### src/rtl/mpc_pkg.sv
package mpc_pkg;

    typedef enum logic [1:0] {
        TR_IDLE   = 2'b00,
        TR_BUSY   = 2'b01,
        TR_NONSEQ = 2'b10,
        TR_SEQ    = 2'b11
    } trans_t;

    typedef enum logic [2:0] {
        ST_RUN,
        ST_WAIT,
        ST_REPLAY,
        ST_DATA,
        ST_ERR1,
        ST_ERR2
    } state_t;

    typedef enum logic [2:0] {
        V_IGNORE,
        V_TERM,
        V_PASS,
        V_STALL,
        V_MISS
    } verdict_t;

    typedef struct packed {
        logic       write;
        logic [2:0] size;
        trans_t     trans;
    } ctl_t;

    function automatic verdict_t classify(input logic sel, input logic [1:0] trans,
                                          input logic hit, input logic mine);
        verdict_t v;
        if (!sel)                          v = V_IGNORE;
        else if (trans == 2'(TR_IDLE))     v = V_TERM;
        else if (!hit)                     v = V_MISS;
        else if (mine)                     v = V_PASS;
        else                               v = V_STALL;
        return v;
    endfunction

endpackage

### src/rtl/mpc_decode.sv
module mpc_decode #(
    parameter int NS = 4,
    parameter int AW = 32,
    parameter int PW = (NS > 1) ? $clog2(NS) : 1,
    parameter logic [NS-1:0][AW-1:0] MAP_BASE = '0,
    parameter logic [NS-1:0][AW-1:0] MAP_MASK = '0
) (
    input  logic [AW-1:0] addr,
    output logic          hit,
    output logic [PW-1:0] port
);
    logic [NS-1:0] match;

    for (genvar i = 0; i < NS; i++) begin : g_cmp
        assign match[i] = ((addr & MAP_MASK[i]) == MAP_BASE[i]);
    end

    always_comb begin
        hit  = 1'b0;
        port = '0;
        for (int i = NS - 1; i >= 0; i--) begin
            if (match[i]) begin
                hit  = 1'b1;
                port = PW'(i);
            end
        end
    end
endmodule

### src/rtl/mpc_hold.sv
module mpc_hold
    import mpc_pkg::*;
#(
    parameter int AW = 32,
    parameter int PW = 2
) (
    input  logic          clk,
    input  logic          rst,
    input  logic          load,
    input  logic [AW-1:0] addr_in,
    input  ctl_t          ctl_in,
    input  logic [PW-1:0] port_in,
    output logic [AW-1:0] addr_q,
    output ctl_t          ctl_q,
    output logic [PW-1:0] port_q
);
    always_ff @(posedge clk) begin
        if (rst) begin
            addr_q <= '0;
            ctl_q  <= '0;
            port_q <= '0;
        end else if (load) begin
            addr_q <= addr_in;
            ctl_q  <= ctl_in;
            port_q <= port_in;
        end
    end
endmodule

### src/rtl/mpc_ctrl.sv
module mpc_ctrl
    import mpc_pkg::*;
#(
    parameter int NS = 4,
    parameter int PW = 2
) (
    input  logic          clk,
    input  logic          rst,
    input  verdict_t      verdict,
    input  logic [PW-1:0] held_port,
    input  logic [NS-1:0] sp_grant,
    input  logic          s_ready,
    output logic          m_ready,
    output logic          m_resp,
    output logic          accept,
    output logic          load,
    output logic          replay,
    output logic [NS-1:0] sp_req
);
    state_t state, state_nx;
    logic   dpass, dpass_nx;

    always_comb begin
        case (state)
            ST_RUN:    m_ready = dpass ? s_ready : 1'b1;
            ST_DATA:   m_ready = s_ready;
            ST_ERR2:   m_ready = 1'b1;
            default:   m_ready = 1'b0;
        endcase
        m_resp = (state == ST_ERR1) || (state == ST_ERR2);
        accept = m_ready;
        replay = (state == ST_REPLAY);
        sp_req = (state == ST_WAIT) ? (NS'(1) << held_port) : '0;
    end

    always_comb begin
        state_nx = state;
        dpass_nx = dpass;
        load     = 1'b0;
        if (accept) begin
            dpass_nx = 1'b0;
            case (verdict)
                V_PASS:  begin state_nx = ST_RUN;  dpass_nx = 1'b1; end
                V_STALL: begin state_nx = ST_WAIT; load = 1'b1;     end
                V_MISS:  state_nx = ST_ERR1;
                default: state_nx = ST_RUN;
            endcase
        end else begin
            case (state)
                ST_WAIT:   if (sp_grant[held_port]) state_nx = ST_REPLAY;
                ST_REPLAY: if (s_ready) state_nx = ST_DATA;
                ST_ERR1:   state_nx = ST_ERR2;
                default:   state_nx = state;
            endcase
        end
    end

    always_ff @(posedge clk) begin
        if (rst) begin
            state <= ST_RUN;
            dpass <= 1'b0;
        end else begin
            state <= state_nx;
            dpass <= dpass_nx;
        end
    end

    AST_REQ_ONEHOT: assert property (@(posedge clk) disable iff (rst)
        $onehot0(sp_req));
    AST_WAIT_NOT_READY: assert property (@(posedge clk) disable iff (rst)
        (sp_req != '0) |-> !m_ready);
    AST_REQ_HOLD: assert property (@(posedge clk) disable iff (rst)
        ((sp_req != '0) && ((sp_req & sp_grant) == '0)) |=> (sp_req == $past(sp_req)));
    AST_ERR_SEQ: assert property (@(posedge clk) disable iff (rst)
        (m_resp && !m_ready) |=> (m_resp && m_ready));
endmodule

### src/rtl/xbar_mport_classifier.sv
module xbar_mport_classifier
    import mpc_pkg::*;
#(
    parameter int NS = 4,
    parameter int AW = 32,
    parameter logic [NS-1:0][AW-1:0] MAP_BASE =
        {32'h4000_0000, 32'h2000_0000, 32'h1000_0000, 32'h0000_0000},
    parameter logic [NS-1:0][AW-1:0] MAP_MASK =
        {32'hC000_0000, 32'hF000_0000, 32'hF000_0000, 32'hF000_0000}
) (
    input  logic          clk,
    input  logic          rst,
    input  logic          m_sel,
    input  logic [1:0]    m_trans,
    input  logic [AW-1:0] m_addr,
    input  logic          m_write,
    input  logic [2:0]    m_size,
    output logic          m_ready,
    output logic          m_resp,
    input  logic [NS-1:0] sp_mine,
    input  logic [NS-1:0] sp_grant,
    output logic [NS-1:0] sp_req,
    input  logic          s_ready,
    output logic [NS-1:0] s_sel,
    output logic [1:0]    s_trans,
    output logic [AW-1:0] s_addr,
    output logic          s_write,
    output logic [2:0]    s_size
);
    localparam int PW = (NS > 1) ? $clog2(NS) : 1;

    logic          hit;
    logic [PW-1:0] tgt_port;
    logic [PW-1:0] held_port;
    logic [AW-1:0] held_addr;
    ctl_t          held_ctl;
    ctl_t          m_ctl;
    verdict_t      verdict;
    logic          accept, load, replay;

    assign m_ctl   = '{write: m_write, size: m_size, trans: trans_t'(m_trans)};
    assign verdict = classify(m_sel, m_trans, hit, sp_mine[tgt_port]);

    mpc_decode #(.NS(NS), .AW(AW), .PW(PW), .MAP_BASE(MAP_BASE), .MAP_MASK(MAP_MASK))
    u_decode (
        .addr (m_addr),
        .hit  (hit),
        .port (tgt_port)
    );

    mpc_hold #(.AW(AW), .PW(PW)) u_hold (
        .clk     (clk),
        .rst     (rst),
        .load    (load),
        .addr_in (m_addr),
        .ctl_in  (m_ctl),
        .port_in (tgt_port),
        .addr_q  (held_addr),
        .ctl_q   (held_ctl),
        .port_q  (held_port)
    );

    mpc_ctrl #(.NS(NS), .PW(PW)) u_ctrl (
        .clk       (clk),
        .rst       (rst),
        .verdict   (verdict),
        .held_port (held_port),
        .sp_grant  (sp_grant),
        .s_ready   (s_ready),
        .m_ready   (m_ready),
        .m_resp    (m_resp),
        .accept    (accept),
        .load      (load),
        .replay    (replay),
        .sp_req    (sp_req)
    );

    always_comb begin
        s_sel   = '0;
        s_trans = 2'(TR_IDLE);
        s_addr  = '0;
        s_write = 1'b0;
        s_size  = '0;
        if (replay) begin
            s_sel   = NS'(1) << held_port;
            s_trans = held_ctl.trans;
            s_addr  = held_addr;
            s_write = held_ctl.write;
            s_size  = held_ctl.size;
        end else if (accept && (verdict == V_PASS)) begin
            s_sel   = NS'(1) << tgt_port;
            s_trans = m_trans;
            s_addr  = m_addr;
            s_write = m_write;
            s_size  = m_size;
        end
    end

    AST_UNSEL_QUIET: assert property (@(posedge clk) disable iff (rst)
        (accept && !m_sel) |-> (s_sel == '0));
    AST_SSEL_ONEHOT: assert property (@(posedge clk) disable iff (rst)
        $onehot0(s_sel));
    AST_ERR_NO_FWD: assert property (@(posedge clk) disable iff (rst)
        m_resp |-> (s_sel == '0));
    AST_REPLAY_TARGET: assert property (@(posedge clk) disable iff (rst)
        ($past(sp_req & sp_grant) != '0) |-> (s_sel == $past(sp_req)));
endmodule

### config.mk
export PLATFORM = sky130hd
export DESIGN_NAME = xbar_mport_classifier
export DESIGN_NICKNAME = d
export VERILOG_FILES = /design/src/rtl/mpc_pkg.sv /design/src/rtl/mpc_decode.sv /design/src/rtl/mpc_hold.sv /design/src/rtl/mpc_ctrl.sv /design/src/rtl/xbar_mport_classifier.sv
export SDC_FILE = /design/constraint.sdc
export NUM_CORES = 1
export LEC_CHECK = 0
export CORE_UTILIZATION = 45
export CTS_BUF_LIST = sky130_fd_sc_hd__clkbuf_4
export CTS_CLUSTER_DIAMETER = 40
export CTS_CLUSTER_SIZE = 8
export DETAILED_ROUTE_END_ITERATION = 8
export PLACE_DENSITY = 0.79
export SLEW_MARGIN = 30
export SYNTH_ARGS = -nofsm -noshare
export SYNTH_HDL_FRONTEND = slang
export SYNTH_SLANG_ARGS = --single-unit
export TNS_END_PERCENT = 30
### constraint.sdc
create_clock -name clk -period 2.89 [get_ports clk]
set_clock_uncertainty 0.05 [all_clocks]
set_input_delay 0.578 -clock clk [delete_from_list [all_inputs] [get_ports clk]]
set_output_delay 0.578 -clock clk [all_outputs]
set_load 0.01 [all_outputs]
# Word-level counts from Yosys, hierarchy flattened
# Index checks and enable logic that the tools add are counted.
# Widths: inputs -> output; s select.
# totals
regBits,44
latchBits,0
ram_bits,0
rom_bits,0
input_bits,50
wordCells,68
memories,0
# op_classes
n_addsub,0
multipliers,0
n_div,0
n_lt_le_gt_ge,2
n_eq_ne,13
n_shift,2
muxes,37
bitwise,0
n_reduce_logical,7
# op_table
cell,count
$mux 32,2
$logic_not 32->1,1
$mux 3,8
$mux 1,13
$eq 3x2->1 const B,4
$mux 2,6
$mux 4,3
$eq 3x3->1 const B,3
$pmux 3 s3,1
$shl 1x2->4 const A,2
$lt 2x3->1 const B,2
$ne 3x3->1 const B,2
$pmux 3 s2,1
$bmux 1 s2,2
$eq 4x1->1 const B,1
$eq 4x2->1 const B,1
$reduce_bool 4->1,1
$eq 3x1->1 const B,1
$logic_not 3->1,1
$pmux 1 s3,1
$reduce_and 3->1,1
$eq 2x1->1 const B,1
$logic_not 2->1,1
$logic_and 1x1->1,1
$logic_or 1x1->1,1

# Logic depth before layout (Yosys ltp)
# Gate-level depths: netlist (run 1).
# logic_depth
ltp_word,15
depth_mapped,9
ltp_nobuf,5

# Hierarchy
# Synthesis (run 1) repeated with hierarchy kept, for this count alone.
# unflattened
hier_cells,245
area_unflattened_um2,2352.3
# modules_own_cells
module,instances,cells_per_inst,area_each_um2
mpc_hold,1,129,1457.6
xbar_mport_classifier,1,65,519.2
mpc_ctrl,1,45,342.8
mpc_decode,1,6,32.5

# Worst setup path before layout (run 1)
# OpenSTA, ideal clock, no wires.
# synth_timing
path_kind,input-to-output
from,in m_addr[31]
to,out s_addr[11]
arrival_ns,1.910
t_required_ns,2.262
setup_slack_ns,0.352
cell_stages,8
path_buffers,4
path_cell_list,clkbuf_1 > o21bai_1 > a211o_1 > buf_6 > nor2_4 > buf_6 > buf_6 > a22o_1
# synth_via
elab_chain_len,15
word_cells_on_any_way,22
classes_between,eq/ne: 4; mux: 16; reduce/logical: 2
# synth_lines
element,line,rtl
from (decl),xbar_mport_classifier.sv:15,"input logic [AW-1:0] m_addr,"
$eq 2x1->1,mpc_decode.sv:15,assign match[i] = ((addr & MAP_MASK[i]) == MAP_BASE[i]);
$mux 2 (4 in series),mpc_decode.sv:22,if (match[i]) begin
$bmux 1 s2,xbar_mport_classifier.sv:42,"assign verdict = classify(m_sel, m_trans, hit, sp_mine[tgt_port]);"
$mux 1 (not written as such),xbar_mport_classifier.sv:42,
$mux 1,mpc_pkg.sv:39,else if (mine) v = V_PASS;
$mux 3 *,mpc_pkg.sv:38,else if (!hit) v = V_MISS;
$mux 3 *,mpc_pkg.sv:37,else if (trans == 2'(TR_IDLE)) v = V_TERM;
$mux 3 *,mpc_pkg.sv:36,if (!sel) v = V_IGNORE;
$eq 3x2->1 *,xbar_mport_classifier.sv:90,end else if (accept && (verdict == V_PASS)) begin
$logic_and 1x1->1 *,xbar_mport_classifier.sv:90,
$mux 32 *,xbar_mport_classifier.sv:90,
$mux 32 *,xbar_mport_classifier.sv:84,if (replay) begin
to (decl),xbar_mport_classifier.sv:26,"output logic [AW-1:0] s_addr,"
# Mark *: on every way between the ends. The rest lies on a longest branch, timed or not. The select of a mux whose other input is x is not followed.

# Final worst setup path (run 1)
# layout_timing
from,in m_addr[31]
to,out s_sel[1]
# layout_via
elab_chain_len,15
word_cells_on_any_way,23
classes_between,eq/ne: 4; shift: 1; mux: 16; reduce/logical: 2
# layout_lines
element,line,rtl
$eq 2x1->1,mpc_decode.sv:15,
$mux 2 (4 in series),mpc_decode.sv:22,
$bmux 1 s2,xbar_mport_classifier.sv:42,
$mux 1 (not written as such),xbar_mport_classifier.sv:42,
$mux 1,mpc_pkg.sv:39,
$mux 3,mpc_pkg.sv:38,
$mux 3,mpc_pkg.sv:37,
$mux 3,mpc_pkg.sv:36,
$eq 3x2->1,xbar_mport_classifier.sv:90,
$logic_and 1x1->1,xbar_mport_classifier.sv:90,
$mux 4 *,xbar_mport_classifier.sv:90,
$mux 4 *,xbar_mport_classifier.sv:84,
to (decl),xbar_mport_classifier.sv:24,"output logic [NS-1:0] s_sel,"
# Marked as above.

==> impl_metrics.yaml, run 1 <==
status:
  run_status: "completed"
placement:
  dpl-instance-area_um2: 3560
  hpwl_mm: 4.95
  place.port_buffers: 97
  place_congestion: 0.824
cts:
  clkSinkCount: 44
  cts_root_buf: "clkbuf_4"
  clkLatencyLatePin_ns: 0.36
  h-tree-depth: 2
  cts_buffer_depth: 2
  path_clk_slew_ns: 0.13
  numCtsBuffers: 5
  cts_tree: "yes"
  hold_buffers: 0
drt:
  wl_mm: 8.13
  vias: 2875
  drt_iter0_markers: 245
  viasPerCell: 5.84
  drt_first_pass_iters: 4
  wire_per_inst_um: 16.5
  antenna_left: 0
  drc: 0
synthesis:
  synth_flop_cell: "dfxtp_1"
  syn-num-nets: 356
  ys_warn_count: 0
  synth-seq-area-share_pct: 36.3
  synth_edf_count: 0
  synth_cell_types: 40
  async_reset_ff_share_pct: 0
  syn-cell-area_um2: 2420
  synth_seq_cells: 44
  synth.avg_cell_area_um2: 7.92
  syn_inst: 306
critical_path:
  critPathMaxStageDelay_ns: 0.33
  cp_top_family: "buffers and inverters"
  cpMostUsedCell: "dlygate4sd2_1"
  cp_max_fo: 5
  crit_slowest_cell: "a211o_1"
  crit_buf_inv: 4
  worstPathArrival_ns: 2.22
  start_kind: "input pin"
  critical_path_required_ns: 2.26
  path_class: "in2out"
  crit_chain: "dlygate4sd2_1 -> o21bai_1 -> a211o_1 -> buf_6 -> nor2_4 -> buf_4 -> a32o_1 -> dlygate4sd2_1"
  worst_setup_path_end_kind: "output pin"
finish:
  regArea_um2: 887
  fin_area_um2: 3680
  antennaDiodeCount: 0
  nets: 471
  multi_input_area_um2: 1430
  final_util_pct: 71.7
  fillCellCount: 442
  drive_gt1_share_pct: 26.8
  area.growth.synth_to_final_pct: 52.0
  layout_common_cells: "clkdlybuf4s50_1 (45), o21ai_0 (43), a21oi_1 (42)"
  final_common_cell: "clkdlybuf4s50_1"
timing:
  max_slew_margin_pct: 46.1
  tightest_slew_ns: 0.806
  final.min_clock_period_ns: 2.84
  setup-violations-final: 0
  fmax_mhz: 352
  fin_crit_sh_pct: 98.4
  final_max_slew_viol_count: 0
  finalHoldViolCount: 0
power:
  finalPower_mw: 1.49
  seqPwrFrac_pct: 44.5
  vdd_drop_max_mv: 0.281
  intPower_mw: 0.989
  p_per_area_nw_per_um2: 404
  power_frac_comb_pct: 34.9
  clock_power_share_pct: 20.6
  swShare_pct: 33.5
  total_leakage_power_nw: 1.48
  switchingPower_mw: 0.498
grt:
  grt_overflow: 0
  grt_antenna_before_repair: 0
  grt_start_max_net_pins: 40
  grt_usage_pct: 29.7
  grt_pass1_vias: 2682
  grt_pass1_wl_mm: 12.9
floorplan:
  dieArea_um2: 5680
  core_area_um2: 5140
  row_count: 26
  ioPinCount: 98
  initial_utilization_pct: 47.2
  die_w_um: 75.4
  chipHeight_um: 75.4
min_path:
  min_path_type: "reg2reg"
flow_run:
  drv_cap: 0
registers in the layout (all words and copies together) (netlist names):
register and flops:
u_hold.addr_q 32, u_hold.port_q 2, u_hold.ctl_q 6, u_ctrl.dpass 1
u_ctrl.state 3
through the flow:
stage	hold slack, ns	cells	setup TNS, ns	worst slack, ns
after floorplan	0.386	306	0	0.352
after global placement	0.393	470	-37.00	-0.965
after detailed placement	0.415	470	-38.95	-1.02
after CTS	0.433	494	0	0.00822
after global routing	0.447	492	-0.0381	-0.0209
final	0.433	492	0	0.0468
path summary, 6_finish.rpt:
kind	depth (start not counted)	slack, ns	start	to
max	8	0.05	m_addr[31]	s_sel[1]
min	2	0.43	u_ctrl.dpass	u_ctrl.dpass
max reg2reg	7	0.86	u_ctrl.state[2]	u_hold.port_q[1]
min reg2reg	2	0.43	u_ctrl.dpass	u_ctrl.dpass
routing by layer:
layer / routed length (um) / GRT usage, %
met5: 0 / 0
met4: 155 / 10.3
met3: 520 / 4.10
met2: 4000 / 51.2
met1: 3460 / 38.1
worst reg2reg max path, delay by kind of cell (launching register included):
| family | cells | cell delay [ns] |
|---|---|---|
| DFF | 1 | 0.39 |
| buffers and inverters | 2 | 0.38 |
| AOI/OAI and AO/OA | 3 | 0.51 |
| and+or+nand+nor | 2 | 0.60 |
power by group through the flow:
stage | combinational [mW] | clock [mW] | sequential [mW]
after floorplan | 0.249 | 0 | 0.666
after global placement | 0.481 | 0 | 0.672
after detailed placement | 0.487 | 0 | 0.673
after CTS | 0.518 | 0.303 | 0.661
after global routing | 0.559 | 0.336 | 0.667
final | 0.518 | 0.307 | 0.663
cell type report:
class	count	share of cell area, %
inverters	4	0.408
flip-flops and latches	44	24.1
well taps	70	2.38
multi-input cells	225	38.9
repair buffers	141	32.7
clock buffers	6	1.22
clock inverters	2	0.306
synth_stat cells (2+ instances only):
library cell	instances	area, um2
a32o_1	2	20.0
o21a_1	2	15.0
nor3_1	6	30.0
nand3_1	39	195
nor2_1	8	30.0
nor3b_1	3	22.5
a21oi_1	42	210
nand2b_1	4	25.0
a211oi_2	2	25.0
buf_6	5	56.3
a22o_1	36	315
clkbuf_1	21	78.8
nand2_1	10	37.5
dfxtp_1	44	881
nor2b_1	5	31.3
inv_1	4	15.0
buf_2	7	35.0
o21ai_0	44	220
repair_timing:
| action | 4_1_cts | 5_1_grt |
|---|---|---|
| pin swaps | 6 | 10 |
| gates cloned | 3 | 0 |
| buffers inserted | 13 | 0 |
| endpoints found under the hold margin | 0 | 0 |
| endpoints found under the setup margin | 41 | 41 |
| resized for setup | 183 | 18 |
cell families after synthesis:
logic type / after synthesis / synth area share [%]
buffers and inverters: 38 / 7.80
flip-flops: 44 / 36.3
multiplexers: 1 / 0.929
AND/OR/NAND/NOR: 85 / 18.6
AO/OA/AOI/OAI: 138 / 36.3
Power figures use the tool's default switching activity.
==> run 2: changes to the inputs <==
- ABC_AREA: not set -> 1
- CORE_UTILIZATION: 45 -> 46
- GPL_TIMING_DRIVEN: not set -> 1
==> run 2 against run 1 <==
Setup slack improved by 0.050 ns; critical path depth rose by 3; count of clock-buffer cells in the layout did not move; power rose by 20%; global-route usage fell by 5.9 points; synthesized area rose by 7.5%; highest routed layer unchanged.
==> impl_metrics.yaml, run 2 <==
synthesis:
  synth.avg_cell_area_um2: 5.87
  syn-cell-area_um2: 2610
  syn_inst: 444
  netlist.area_leader.share_pct: 33.8
  synth_edf_count: 0
  synth_area_leaders: "dfxtp_1 (34%), nand2_1 (16%), nor2_1 (14%)"
  synth.most_common_cell: "nand2_1"
  yosysTopAreaCell: "dfxtp_1"
  ys_warn_count: 0
  synth-seq-area-share_pct: 33.8
  yosys-top-cells-count: "nand2_1 (109), nor2_1 (98), nand3_1 (60)"
  synth_seq_cells: 44
  syn-num-nets: 494
  async_reset_ff_share_pct: 0
  synth_flop_cell: "dfxtp_1"
  synth_cell_types: 23
drt:
  wire_per_inst_um: 11.1
  viasPerCell: 4.93
  drc: 0
  antenna_left: 0
  wl_mm: 6.88
  vias: 3063
  drt_first_pass_iters: 4
  drt_iter0_markers: 154
timing:
  tightest_slew_ns: 0.397
  setup-violations-final: 0
  fin_crit_sh_pct: 96.7
  rsz0062_at_grt: "false"
  fmax_mhz: 358
  finalHoldViolCount: 0
  final_max_slew_viol_count: 0
  max_slew_margin_pct: 73.5
  tns_ns: 0
  final.min_clock_period_ns: 2.79
power:
  vdd_drop_max_mv: 0.276
  total_leakage_power_nw: 1.78
  p_per_area_nw_per_um2: 472
critical_path:
  crit_slowest_cell: "clkdlybuf4s50_1"
  reg2reg_depth: 10
  critical_path_required_ns: 2.26
  critPathMaxStageDelay_ns: 0.49
  cp_top_family: "buffers and inverters"
  cp_max_fo: 23
  cpMostUsedCell: "nand3_2"
  path_class: "in2out"
  start_kind: "input pin"
  worst_setup_path_end_kind: "output pin"
  crit_chain: "clkdlybuf4s50_1 -> inv_1 -> nand2_1 -> nand3_1 -> nand3_2 -> nand3_2 -> inv_2 -> nand2_2 -> buf_12 -> o21ai_1 -> dlygate4sd2_1"
  crit_buf_inv: 5
  crit_cells: 11
  worstPathArrival_ns: 2.17
grt:
  grt_util_met3_pct: 3.93
  grt_antenna_before_repair: 0
  grt_overflow: 0
  grt_usage_pct: 23.8
  grt_pass1_wl_mm: 11.6
  grt_start_max_net_pins: 40
  grt_pass1_vias: 2718
  use_met1_pct: 29.7
  top_usage_layer: "met2"
  grt_use_met2_pct: 41.5
finish:
  regMostFlops: "u_hold.addr_q"
  layout_common_cells: "nand2_1 (108), nor2_1 (98), nand3_1 (60)"
  fillCellCount: 513
  fin_area_um2: 3780
  final_common_cell: "nand2_1"
  largest_reg_flops: 32
  drive_gt1_share_pct: 11.3
  nets: 598
  antennaDiodeCount: 0
  area.growth.synth_to_final_pct: 44.9
  largestRegisters: "u_hold.addr_q: 32 flops, u_hold.ctl_q: 6 flops, u_ctrl.state: 3 flops"
cts:
  cts_buffer_depth: 2
  path_clk_slew_ns: 0.13
  h-tree-depth: 2
  clkLatencyLatePin_ns: 0.35
  hold_buffers: 0
  numCtsBuffers: 5
  clkSinkCount: 44
  cts_tree: "yes"
  cts_root_buf: "clkbuf_4"
min_path:
  min_path_type: "reg2reg"
  worstHoldPathCells: 2
flow_run:
  drv_cap: 0
floorplan:
  dieArea_um2: 5970
  die_w_um: 77.3
  chipHeight_um: 77.3
  core_area_um2: 5470
  initial_utilization_pct: 47.6
  row_count: 27
  ioPinCount: 98
placement:
  place.port_buffers: 97
  hpwl_mm: 4.95
  dpl-instance-area_um2: 3760
  place_congestion: 0.876
status:
  run_status: "completed"
==> run 2: cell types whose count changed in the layout (fill, tap and decap cells not counted), moves of 36 or more <==
cell     change
a22o_1      -36
o21ai_0     -40
a21oi_1     -40
nand2_1     +99
nor2_1      +91
buf_2       -36
inv_1       +44
==> run 2: repair_timing <==
action / CTS / global route
cloned: 0 / 0
setup buffers: 0 / 0
endpoints found under the setup margin: 41 / 41
resized for setup: 70 / 30
==> run 2: cell families after synthesis <==
kind of cell           count (synthesis)  share of synthesized area (%)
AND/OR/NAND/NOR                      275                           43.7
buffers and inverters                 78                           13.2
AO/OA/AOI/OAI                         47                           9.36
flip-flops                            44                           33.8
==> run 2: routing by layer <==
metal | share of wire [%] | vias to the layer above
li1 | - | 1588
met1 | 44 | 1358
met2 | 49 | 110
met3 | 6.8 | 7
met4 | 0.96 | 0
met5 | 0 | -
==> run 2: power by group <==
group	switching, mW	internal, mW
registers	0.0492	0.678
clock network	0.200	0.102
logic	0.423	0.331
==> run 2: through the flow <==
step / instances / power (mW) / worst slack, ns / util, % / hold slack, ns
after floorplan: 444 / 1.20 / 0.725 / - / 0.372
after global placement: 613 / 1.50 / -0.348 / 68.7 / 0.382
after detailed placement: 613 / 1.51 / -0.360 / 68.7 / 0.401
after CTS: 621 / 1.79 / 0.000226 / 69.4 / 0.420
after global routing: 621 / 1.91 / 0.00985 / 69.0 / 0.431
final: 621 / 1.78 / 0.0966 / 69.0 / 0.416
==> run 2: final timing paths <==
path | slack [ns] | start | endpoint
worst max register to register | 1.03 | u_ctrl.state[2] | u_hold.addr_q[5]
worst min-delay path | 0.42 | u_hold.addr_q[31] | u_hold.addr_q[31]
worst max-delay path | 0.1 | s_ready | s_addr[11]
worst min register to register | 0.42 | u_hold.addr_q[31] | u_hold.addr_q[31]
==> run 2: layout make-up <==
cell class | count | area [um2] | share of cell area (%)
timing repair buffer | 121 | 1150 | 30.4
clock inverter | 2 | 11.3 | 0.298
sequential | 44 | 881 | 23.3
multi-input combinational | 322 | 1400 | 37.0
tap | 72 | 90.1 | 2.39
inverter | 54 | 203 | 5.37
clock buffer | 6 | 45.0 | 1.19
==> run 2: worst register-to-register path, stage by stage (launching register included) <==
cell     delay (ns)
dfxtp_1        0.39
inv_2          0.10
nor2_2         0.14
nand2_1        0.09
nand3_2        0.11
nand3_2        0.08
buf_4          0.15
nor2_4         0.34
buf_12         0.21
nor2_1         0.05
nor2_1         0.10
==> run 3: changes to the inputs <==
- TNS_END_PERCENT: 30 -> not set
==> results of run 3 <==
Final layout, timing and power as in run 2 (identical DEF).
